<file path="config.mk">
export PLATFORM = sky130hd
export DESIGN_NAME = mm_cdr_top
export DESIGN_NICKNAME = d
export VERILOG_FILES = /design/src/rtl/mm_cdr_pkg.sv /design/src/rtl/mm_vote_detector.sv /design/src/rtl/mm_loop_integrator.sv /design/src/rtl/mm_phase_accum.sv /design/src/rtl/mm_cdr_top.sv
export SDC_FILE = /design/constraint.sdc
export NUM_CORES = 1
export LEC_CHECK = 0
export BUFFER_PORTS_ARGS = -buffer_cell sky130_fd_sc_hd__buf_4
export CORE_MARGIN = 10
export CORE_UTILIZATION = 40
export CTS_BUF_LIST = sky130_fd_sc_hd__clkbuf_16
export DETAILED_ROUTE_END_ITERATION = 6
export SYNTH_ARGS = -nofsm -noshare
export SYNTH_HDL_FRONTEND = slang
export SYNTH_SLANG_ARGS = --single-unit
</file>
<file path="constraint.sdc">
create_clock -name clk -period 17.93 [get_ports clk]
set_clock_uncertainty 0.1 [all_clocks]
set_input_delay 1.793 -clock clk [delete_from_list [all_inputs] [get_ports clk]]
set_output_delay 1.793 -clock clk [all_outputs]
set_load 0.02 [all_outputs]
</file>
<file path="src/rtl/mm_cdr_pkg.sv">
package mm_cdr_pkg;
  localparam int SYMS  = 4;
  localparam int HALF  = SYMS / 2;
  localparam int VOTE_W = 4;
  typedef logic signed [VOTE_W-1:0] vote_t;
endpackage

</file>
<file path="src/rtl/mm_vote_detector.sv">
module mm_vote_detector
  import mm_cdr_pkg::*;
(
  input  logic            clk,
  input  logic            rst,
  input  logic [HALF-1:0] a_dec,
  input  logic [HALF-1:0] a_err,
  input  logic [HALF-1:0] b_dec,
  input  logic [HALF-1:0] b_err,
  output vote_t           vote
);
  logic [SYMS:0] d_seq, e_seq;  // index 0 = previous word's last symbol
  logic          last_d, last_e, hist_ok;
  logic signed [1:0] term [SYMS];

  assign d_seq[0] = last_d;
  assign e_seq[0] = last_e;

  genvar g;
  generate
    for (g = 0; g < HALF; g++) begin : g_interleave
      assign d_seq[2*g+1] = a_dec[g];
      assign e_seq[2*g+1] = a_err[g];
      assign d_seq[2*g+2] = b_dec[g];
      assign e_seq[2*g+2] = b_err[g];
    end
    for (g = 0; g < SYMS; g++) begin : g_pair
      logic fwd, bwd, live;
      assign fwd  = (e_seq[g+1] == d_seq[g]);
      assign bwd  = (e_seq[g] == d_seq[g+1]);
      assign live = (g != 0) || hist_ok;
      assign term[g] = (!live || fwd == bwd) ? 2'sd0 : (fwd ? 2'sd1 : -2'sd1);
    end
  endgenerate

  always_comb begin
    vote = '0;
    for (int i = 0; i < SYMS; i++) vote = vote + vote_t'(term[i]);
  end

  always_ff @(posedge clk) begin
    if (rst) begin
      last_d  <= 1'b0;
      last_e  <= 1'b0;
      hist_ok <= 1'b0;
    end else begin
      last_d  <= d_seq[SYMS];
      last_e  <= e_seq[SYMS];
      hist_ok <= 1'b1;
    end
  end

  p_vote_range_r2: assert property (@(posedge clk) disable iff (rst)
    (vote >= -4) && (vote <= 4));
  p_hist_cleared_r3: assert property (@(posedge clk) rst |=> !hist_ok);
endmodule

</file>
<file path="src/rtl/mm_loop_integrator.sv">
module mm_loop_integrator
  import mm_cdr_pkg::*;
#(
  parameter int KI_W  = 6,
  parameter int INT_W = 14
) (
  input  logic                    clk,
  input  logic                    rst,
  input  logic                    freeze,
  input  vote_t                   vote,
  input  logic [KI_W-1:0]         ki_gain,
  input  logic [INT_W-2:0]        int_limit,
  output logic signed [INT_W-1:0] integ
);
  localparam int PW = KI_W + VOTE_W + 1;
  localparam int SW = INT_W + 1;

  logic signed [PW-1:0] step;
  logic signed [SW-1:0] sum, lim_hi, lim_lo;

  assign step   = vote * $signed({1'b0, ki_gain});
  assign sum    = {integ[INT_W-1], integ} + {{(SW-PW){step[PW-1]}}, step};
  assign lim_hi = $signed({2'b00, int_limit});
  assign lim_lo = -lim_hi;

  always_ff @(posedge clk) begin
    if (rst)          integ <= '0;
    else if (!freeze) begin
      if (sum > lim_hi)      integ <= lim_hi[INT_W-1:0];
      else if (sum < lim_lo) integ <= lim_lo[INT_W-1:0];
      else                   integ <= sum[INT_W-1:0];
    end
  end

  p_clamp_window_r6: assert property (@(posedge clk) disable iff (rst)
    !freeze |=> ($signed({integ[INT_W-1], integ}) <= $past(lim_hi)) &&
                ($signed({integ[INT_W-1], integ}) >= $past(lim_lo)));
  p_freeze_hold_r7: assert property (@(posedge clk) disable iff (rst)
    freeze |=> $stable(integ));
endmodule

</file>
<file path="src/rtl/mm_phase_accum.sv">
module mm_phase_accum
  import mm_cdr_pkg::*;
#(
  parameter int KP_W   = 8,
  parameter int INT_W  = 14,
  parameter int CODE_W = 7,
  parameter int FRAC_W = 9
) (
  input  logic                    clk,
  input  logic                    rst,
  input  vote_t                   vote,
  input  logic [KP_W-1:0]         kp_gain,
  input  logic signed [INT_W-1:0] integ,
  output logic [CODE_W-1:0]       rot_code
);
  localparam int PH_W = CODE_W + FRAC_W;
  localparam int PW   = KP_W + VOTE_W + 1;

  logic signed [PW-1:0]   prop;
  logic        [PH_W-1:0] phase, prop_x, integ_x;

  assign prop    = vote * $signed({1'b0, kp_gain});
  assign prop_x  = {{(PH_W-PW){prop[PW-1]}}, prop};
  assign integ_x = {{(PH_W-INT_W){integ[INT_W-1]}}, integ};

  always_ff @(posedge clk) begin
    if (rst) phase <= '0;
    else     phase <= phase + prop_x + integ_x;
  end

  assign rot_code = phase[PH_W-1 -: CODE_W];

  p_idle_hold_r4: assert property (@(posedge clk) disable iff (rst)
    (vote == 0 && integ == 0) |=> $stable(rot_code));
endmodule

</file>
<file path="src/rtl/mm_cdr_top.sv">
module mm_cdr_top
  import mm_cdr_pkg::*;
#(
  parameter int KP_W   = 8,
  parameter int KI_W   = 6,
  parameter int INT_W  = 14,
  parameter int CODE_W = 7,
  parameter int FRAC_W = 9
) (
  input  logic                    clk,
  input  logic                    rst,
  input  logic                    freeze,
  input  logic [KP_W-1:0]         kp_gain,
  input  logic [KI_W-1:0]         ki_gain,
  input  logic [INT_W-2:0]        int_limit,
  input  logic [1:0]              a_dec,
  input  logic [1:0]              a_err,
  input  logic [1:0]              b_dec,
  input  logic [1:0]              b_err,
  output logic [CODE_W-1:0]       rot_code,
  output logic signed [INT_W-1:0] int_value
);
  vote_t vote;

  mm_vote_detector u_det (
    .clk(clk), .rst(rst), .a_dec(a_dec), .a_err(a_err),
    .b_dec(b_dec), .b_err(b_err), .vote(vote)
  );

  mm_loop_integrator #(.KI_W(KI_W), .INT_W(INT_W)) u_int (
    .clk(clk), .rst(rst), .freeze(freeze), .vote(vote),
    .ki_gain(ki_gain), .int_limit(int_limit), .integ(int_value)
  );

  mm_phase_accum #(.KP_W(KP_W), .INT_W(INT_W), .CODE_W(CODE_W),
                   .FRAC_W(FRAC_W)) u_ph (
    .clk(clk), .rst(rst), .vote(vote), .kp_gain(kp_gain),
    .integ(int_value), .rot_code(rot_code)
  );

  p_reset_clear_r9: assert property (@(posedge clk)
    rst |=> (rot_code == '0) && (int_value == '0));
endmodule

</file>
### After elaboration in Yosys (flattened, before gate mapping)

Cells that the tools add are included.

* register bits: 33
* bits in latches: 0
* RAM bits: 0
* ROM bits: 0
* input port bits: 38
* output and inout bits: 21
* logic and storage cells: 41
* memories: 0

* add/subtract/negate cells: 7
* $mul: 2
* divide/modulo/power cells: 0
* $lt $le $gt $ge: 2
* equal/unequal tests: 12
* shift operators: 0
* muxes and demuxes: 11
* bitwise logic cells: 0
* reduce and logical (&&, ||, !) cells: 2

Operators by type and width (number)
* $add A16 B16 Y16: 2
* $mux W14: 2
* $mux W2: 8
* $add A14 B11 Y15: 1
* $gt A15 B14 Y1: 1
* $lt A15 B15 Y1: 1
* $neg A13 Y15: 1
* $mul A4 B9 Y13: 1
* $eq A1 B1 Y1: 12
* $mul A4 B7 Y11: 1
* $add A3 B2 Y4: 1
* $add A4 B2 Y4: 1
* $add A2 B2 Y3: 1
* $logic_not A1 Y1: 1
* $logic_or A1 B1 Y1: 1
* $mux W1: 1

### Logic depth before layout (Yosys ltp)

Gate-level depths: netlist of run 1.

* depth in word-level cells: 12
* gate-level depth with buffers: 34
* mapped depth without buffers: 33

### Hierarchy

From an unflattened synthesis of run 1, not the netlist that was laid out.

* cell total of the unflattened synthesis: 752
* area total of the unflattened synthesis: 6253.5 um^2

Modules (own cells, without submodules)
* mm_loop_integrator: times used 1, cells an instance 391, area an instance 3160.5 um^2, seq. area each 280.3 um^2
* mm_phase_accum: times used 1, cells an instance 324, area an instance 2718.9 um^2, seq. area each 320.3 um^2
* mm_vote_detector: times used 1, cells an instance 37, area an instance 374.1 um^2, seq. area each 60.1 um^2

### Least setup slack after synthesis of run 1

No wires, ideal clock.

* kind: in2reg
* from: in b_err[1]
* to: reg u_int.integ[12]
* setup time: 0.117 ns
* arrival time: 9.492 ns
* required time: 17.713 ns
* setup slack: 8.221 ns
* stages on the path: 33
* path buffers: 2
* cells stage by stage: xor2_1 ha_1 inv_1 fa_1 inv_1 fa_1 ha_1 fa_1 xor2_1 xnor2_1 clkbuf_1 nor2_1 fa_1 inv_1 fa_1 fa_1 inv_1 ha_1 a211oi_1 o211ai_1 and3_1 o21ai_0 a21oi_1 ha_1 nand3_1 a211oi_1 o21ai_0 a211oi_1 o211ai_1 a221oi_4 buf_4 a21boi_1 a32o_1

* longest elaborated chain between the ends: 9
* elaborated cells between the ends (all ways): 11
* classes of those cells: 2 x add/sub; 1 x mul; 2 x order compare; 2 x eq/ne; 4 x mux

RTL lines
* start, declared: RTL line mm_cdr_top.sv:19 `input logic [1:0] b_err,`
* $eq A1 B1 Y1 (*): RTL line mm_vote_detector.sv:29 `assign fwd = (e_seq[g+1] == d_seq[g]);`
* $eq A1 B1 Y1 / $mux W2 (equally long branches): RTL line mm_vote_detector.sv:32 `assign term[g] = (!live || fwd == bwd) ? 2'sd0 : (fwd ? 2'sd1 : -2'sd1);`
* $mux W2 (*): RTL line mm_vote_detector.sv:32
* $add A4 B2 Y4 (*): RTL line mm_vote_detector.sv:38 `for (int i = 0; i < SYMS; i++) vote = vote + vote_t'(term[i]);`
* $mul A4 B7 Y11 (*): RTL line mm_loop_integrator.sv:21 `assign step = vote * $signed({1'b0, ki_gain});`
* $add A14 B11 Y15 (*): RTL line mm_loop_integrator.sv:22 `assign sum = {integ[INT_W-1], integ} + {{(SW-PW){step[PW-1]}}, step};`
* $lt A15 B15 Y1: RTL line mm_loop_integrator.sv:30 `else if (sum < lim_lo) integ <= lim_lo[INT_W-1:0];`
* $mux W14: RTL line mm_loop_integrator.sv:30
* $mux W14 (*): RTL line mm_loop_integrator.sv:29 `if (sum > lim_hi) integ <= lim_hi[INT_W-1:0];`
* end signal, assigned: RTL line mm_loop_integrator.sv:29
* end signal, assigned: RTL line mm_loop_integrator.sv:30
* end signal, assigned: RTL line mm_loop_integrator.sv:31 `else integ <= sum[INT_W-1:0];`
* end, declared: RTL line mm_loop_integrator.sv:13 `output logic signed [INT_W-1:0] integ`

Every way passes the cells marked *; elsewhere a longest branch is shown, timed or not.
A chain may end at the register's enable or synchronous reset.

### Final worst setup path of run 1

* from: in a_dec[1]
* to: reg u_int.integ[10]

* longest elaborated chain between the ends: 10
* elaborated cells between the ends (all ways): 15
* classes of those cells: 3 x add/sub; 1 x mul; 2 x order compare; 4 x eq/ne; 5 x mux

RTL lines
* start, declared: RTL line mm_cdr_top.sv:16 `input logic [1:0] a_dec,`
* $eq A1 B1 Y1: RTL line mm_vote_detector.sv:30 `assign bwd = (e_seq[g] == d_seq[g+1]);`
* $eq A1 B1 Y1: RTL line mm_vote_detector.sv:32
* $mux W2: RTL line mm_vote_detector.sv:32
* $add A3 B2 Y4: RTL line mm_vote_detector.sv:38
* $add A4 B2 Y4 (*): RTL line mm_vote_detector.sv:38
* $mul A4 B7 Y11 (*): RTL line mm_loop_integrator.sv:21
* $add A14 B11 Y15 (*): RTL line mm_loop_integrator.sv:22
* $lt A15 B15 Y1: RTL line mm_loop_integrator.sv:30
* $mux W14: RTL line mm_loop_integrator.sv:30
* $mux W14 (*): RTL line mm_loop_integrator.sv:29

Marked as above.

==> impl_metrics.tcl, run 1 <==
set metrics [dict create \
    gp_congestion 0.939 \
    grt_pass1_vias 5343 \
    critPathCaptureType "flip-flop" \
    synth_top_area_share_pct 21.3 \
    vias 4967 \
    synthArstFlopShare_pct 0 \
    synth_top_cell_by_area "ha_1" \
    grt_use_total_pct 14.8 \
    nNetsFinal 947 \
    cts.sinks 33 \
    clk_pin_slew_ns 0.06 \
    crit_start "a_dec[1]" \
    drt-pass1-iter-count 5 \
    yosysSeqAreaShare_pct 11.0 \
    maxCapViolations 0 \
    antenna_cells 0 \
    ioPinCount 59 \
    r2r_start "u_det.last_d" \
    synth_cells 709 \
    wl_microns 14600 \
    syn_area_sq_um 5980 \
    htree_levels 2 \
    crit_type "in2reg" \
    finalSetupViolCount 0 \
    path_max_fanout 18 \
    rrSetupSlack_ns 9.47 \
    start_util_pct 41.0 \
    hold_viol 0 \
    antenna_found_initial 0 \
    avgSynthCellArea_sq_um 8.44 \
    r2r_cells 28 \
    synthTopCellsByArea "ha_1 21%, fa_1 17%, dfxtp_1 11%, inv_1 7.2%, xnor2_1 4.2%" \
    rsz0062_at_grt "false" \
    netlist-cell-type-count 63 \
    tightest_slew_ns 0.872 \
    hold_start "u_int.integ[13]" \
    core-area_sq_um 14600 \
    period_needed_ns 10.36 \
    slew-limit-headroom_pct 41.4 \
    r2r_end "u_int.integ[10]" \
    final_cells 940 \
    drtAntennaViolNets 0 \
    post-route-util_pct 46.0 \
    clock.fmax_mhz 96.5 \
    drive_gt1_share_pct 12.6 \
    fin_crit_sh_pct 57.8 \
    setup_slack_ns 7.57 \
    cpMostUsedCell "fa_1" \
    cp-start-kind "input pin" \
    rows 44 \
    outcome "finished clean" \
    overflow 0 \
    root_buffer "clkbuf_16" \
    tritoncts "built" \
    port_buffers 58 \
    ctsLongestPathBuffers 2 \
    dpl.cell_count 932 \
    dpl.hpwl_microns 12500 \
    critPathSlowestCell "a221oi_4" \
    critPathRequiredTime_ns 18.03 \
    max_stage_delay_ns 0.66 \
    min_path_cells 2 \
    fin_setup_tns_ns 0 \
    synth_warnings 0 \
    grt_max_degree 31 \
    synth_edf_count 0 \
    ctsHoldBuffers 0 \
    wl_per_cell_microns 15.5 \
    drt_iter0_drc 183 \
    cp.arrival_ns 10.47 \
    clk_latency_ns 0.28 \
    cts_buffers 5 \
    grt_pass1_wl_microns 25100 \
    pre_cts_ws_ns 7.31 \
    die_h_microns 142 \
    postCtsSetupBuffers 0 \
    die-area_sq_um 20300 \
    ctsResizeCount 0 \
    synth_flop_cell "dfxtp_1" \
    route.detailed.drc 0 \
    min_path_type "reg2reg" \
    area_growth_pct 12.1 \
    holdPathEnd "u_int.integ[13]" \
    yosysMostFrequentCell "inv_1" \
    synth_common_cells "115 x inv_1, 102 x ha_1, 52 x fa_1, 48 x nor2_1" \
    vias_per_cell 5.28 \
    drv_slew 0 \
    synth_seq_cells 33 \
    dieWidth_microns 142 \
    syn_nets 901 \
]
routing by layer:
metal	share of wire, %	up-vias	GRT usage, %
met3	3.2	18	1.80
met5	0	-	0
met4	2.1	0	4.58
met2	48	87	25.6
met1	47	2369	18.7
li1	-	2493	-
worst max-delay path: cells and delay by family:
kind                       cells  cell delay [ns]
AOI/OAI and AO/OA             11             2.72
adders and majority gates     10             4.27
xor gates and xnor gates       3             0.45
and+or+nand+nor                3             0.67
buffers and inverters          5             0.54
cell families (layout without fill, tap and decap cells):
logic type                 after synthesis  after routing  share of synthesized area, %
and+or+nand+nor                        190            190                          16.5
adders and majority gates              154            154                          38.7
AOI/OAI and AO/OA                      150            150                          17.4
buffers and inverters                  135            182                          9.18
xor gates and xnor gates                45             45                          6.82
DFF                                     33             33                          11.0
muxes                                    2              2                         0.355
cells in the final DEF, fill, tap and decap left out, types with 11 or more instances in the layout:
cell,instances
buf_4,59
nand2_1,35
inv_1,115
a211oi_1,12
xnor2_1,29
xor2_1,15
nor3_1,11
nand3_1,13
o21ai_0,25
and2_1,36
nor2_1,48
fa_1,52
a21oi_1,36
dfxtp_1,33
ha_1,102
area by class of cell:
class / instances / area (sq um)
Clock buffer: 5 / 125
Clock inverter: 3 / 41.3
Inverter: 115 / 432
Sequential cell: 33 / 661
Tap cell: 184 / 230
Fill cell: 1437 / 7880
Multi-Input combinational cell: 541 / 4770
Timing Repair Buffer: 59 / 443
worst max-delay path by stage:
| stage | to | slack (ns) | cells after the start |
|---|---|---|---|
| 6_report | u_int.integ[10] | 7.57 | 32 |
| 5_1_grt | u_int.integ[10] | 6.86 | 32 |
| 4_1_cts | u_int.integ[10] | 7.59 | 32 |
| 3_5_place_dp | u_int.integ[10] | 7.31 | 32 |
| 3_3_place_gp | u_int.integ[10] | 7.60 | 32 |
| 2_1_floorplan | u_int.integ[12] | 8.22 | 33 |
through the flow:
stage | hold slack [ns] | area, sq um
floorplan | 0.453 | 5980
global placement | 0.379 | 6540
detailed placement | 0.376 | 6540
CTS | 0.385 | 6710
global route | 0.437 | 6710
finish | 0.388 | 6710
sequential cells by signal, summed over array words and instances, names as in the netlist:
signal / count
u_det.last_d: 1
u_det.g_pair.live: 1
u_det.last_e: 1
u_int.integ: 14
u_ph.phase: 16
Power of run 1 is left out: the tool's default activity adds up to more than one toggle a clock period on the data nets, which glitch-free logic cannot reach.
==> run 2, diff against run 1 <==
- ABC_AREA: not set -> 1
- clock period: 17.93 -> 10.1 ns (I/O delays scaled with it)
==> impl_metrics.tcl, run 2 <==
set metrics [dict create \
    finalSetupViolCount 0 \
    crit_type "in2reg" \
    clk_latency_ns 0.29 \
    synth_top_cell_by_area "ha_1" \
    r2r_end "u_ph.phase[15]" \
    die-area_sq_um 20600 \
    syn_nets 1036 \
    nNetsFinal 1083 \
    antenna_found_initial 0 \
    drt_iter0_drc 177 \
    drive_gt1_share_pct 10.5 \
    synth_top_area_share_pct 21.0 \
    synth_cells 844 \
    overflow 0 \
    antenna_cells 0 \
    netlist-cell-type-count 37 \
    area_growth_pct 11.4 \
    synth_flop_cell "dfxtp_1" \
    max_stage_delay_ns 0.53 \
    synth_common_cells "204 x inv_1, 140 x nand2_1, 102 x ha_1, 63 x a21oi_1" \
    wl_microns 13400 \
    yosysMostFrequentCell "inv_1" \
    grt_max_degree 28 \
    grt_pass1_vias 5213 \
    tritoncts "built" \
    cp.arrival_ns 9.14 \
    syn_area_sq_um 6090 \
    ioPinCount 59 \
    rows 45 \
    start_util_pct 40.5 \
    cp-start-kind "input pin" \
    regMostFlops "u_ph.phase" \
    dpl.cell_count 1072 \
    hold_viol 0 \
    multi_input_area_sq_um 4520 \
    grt_pass1_wl_microns 23800 \
    synth_warnings 0 \
    synthTopCellsByArea "ha_1 21%, fa_1 17%, inv_1 13%, dfxtp_1 11%, nand2_1 8.6%" \
    crit_family "adder cells" \
    critPathBufInv 8 \
    min_path_cells 2 \
    ctsHoldBuffers 0 \
    gp_congestion 0.825 \
    wl_per_cell_microns 12.4 \
    cpMostUsedCell "fa_1" \
    crit_start "a_err[1]" \
    holdPathEnd "u_int.integ[13]" \
    seq_area_sq_um 661 \
    dpl.hpwl_microns 11600 \
    critPathSlowestCell "fa_1" \
    final_cells 1080 \
    ctsLongestPathBuffers 2 \
    maxCapViolations 0 \
    path_max_fanout 18 \
    critPathCaptureType "flip-flop" \
    postCtsSetupBuffers 0 \
    drv_slew 0 \
    reg_top3 "u_ph.phase (16), u_int.integ (14)" \
    rsz0062_at_grt "false" \
    die_h_microns 143 \
    yosysSeqAreaShare_pct 10.9 \
    min_path_type "reg2reg" \
    synthArstFlopShare_pct 0 \
    hold_start "u_int.integ[13]" \
    layout_common_cells "205 x inv_1, 140 x nand2_1, 102 x ha_1, 63 x a21oi_1, 60 x buf_4" \
    htree_levels 2 \
    avgSynthCellArea_sq_um 7.21 \
    layout_commonest_cell "inv_1" \
    port_buffers 58 \
    synth_edf_count 0 \
    ctsResizeCount 0 \
    critPathRequiredTime_ns 10.17 \
    synth_seq_cells 33 \
    slew-limit-headroom_pct 50.6 \
    route.detailed.drc 0 \
    grt_use_total_pct 13.9 \
    tightest_slew_ns 0.741 \
    vias_per_cell 4.72 \
    fin_crit_sh_pct 89.8 \
    clk_pin_slew_ns 0.05 \
    largest_reg_flops 16 \
    drt-pass1-iter-count 4 \
    core-area_sq_um 15000 \
    root_buffer "clkbuf_16" \
    vias 5094 \
    fin_setup_tns_ns 0 \
    r2r_start "u_det.last_e" \
    period_needed_ns 9.07 \
    cts_buffers 5 \
    r2r_cells 38 \
    outcome "finished clean" \
    nFillCells 1544 \
    dieWidth_microns 143 \
    clock.fmax_mhz 110 \
    rrSetupSlack_ns 1.93 \
    drtAntennaViolNets 0 \
    cts.sinks 33 \
]
[run 2: per-layer routing]
layer  vias up  global-route usage, %  share of wire, %
met5         -                      0                 0
met4         0                   3.28               1.2
met3        10                   1.52               2.7
met2        55                   24.4                48
met1      2299                   17.8                48
li1       2730                      -                 -
[run 2: worst max-delay path by stage]
stage                     end  slack (ns)  depth (start not counted)
2_1_floorplan  u_ph.phase[15]        1.52                         37
3_3_place_gp   u_ph.phase[15]        0.89                         39
3_5_place_dp   u_ph.phase[15]        0.71                         39
4_1_cts        u_ph.phase[14]        0.98                         40
5_1_grt        u_ph.phase[14]        0.45                         40
6_report       u_ph.phase[15]        1.03                         39
[run 2: per-stage QoR]
| stage | hold slack (ns) | setup WS, ns | instance area [sq um] | util [%] |
|---|---|---|---|---|
| 2_1_floorplan | 0.473 | 1.52 | 6090 | - |
| 3_3_place_gp | 0.459 | 0.892 | 6640 | 44.2 |
| 3_5_place_dp | 0.460 | 0.709 | 6640 | 44.2 |
| 4_1_cts | 0.479 | 0.977 | 6780 | 45.1 |
| 5_1_grt | 0.529 | 0.453 | 6780 | 45.1 |
| 6_report | 0.473 | 1.03 | 6780 | 45.1 |
[run 2: tightest hold or removal path, delay by kind of cell (launching register included)]
family	cells	cell delay, ns
AO/OA/AOI/OAI	2	0.19
flip-flops	1	0.34
[run 2: cell type report]
type                            instances  area share [%]
Clock inverter                          3           0.203
Multi-Input combinational cell        585            66.7
Sequential cell                        33            9.74
Tap cell                              188            3.47
Timing Repair Buffer                   60            6.64
Inverter                              206            11.4
Clock buffer                            5            1.85
[run 2: logic make-up (layout without fill, tap and decap cells)]
kind of cell | count (synthesis) | count (layout) | share of synthesized area [%]
compound gates | 133 | 133 | 11.8
xor+xnor | 41 | 41 | 6.02
fa+ha+maj | 154 | 154 | 38.1
buf+inv | 226 | 274 | 14.9
flops | 33 | 33 | 10.9
simple gates | 257 | 257 | 18.4
Power of run 2 is left out for the same reason.
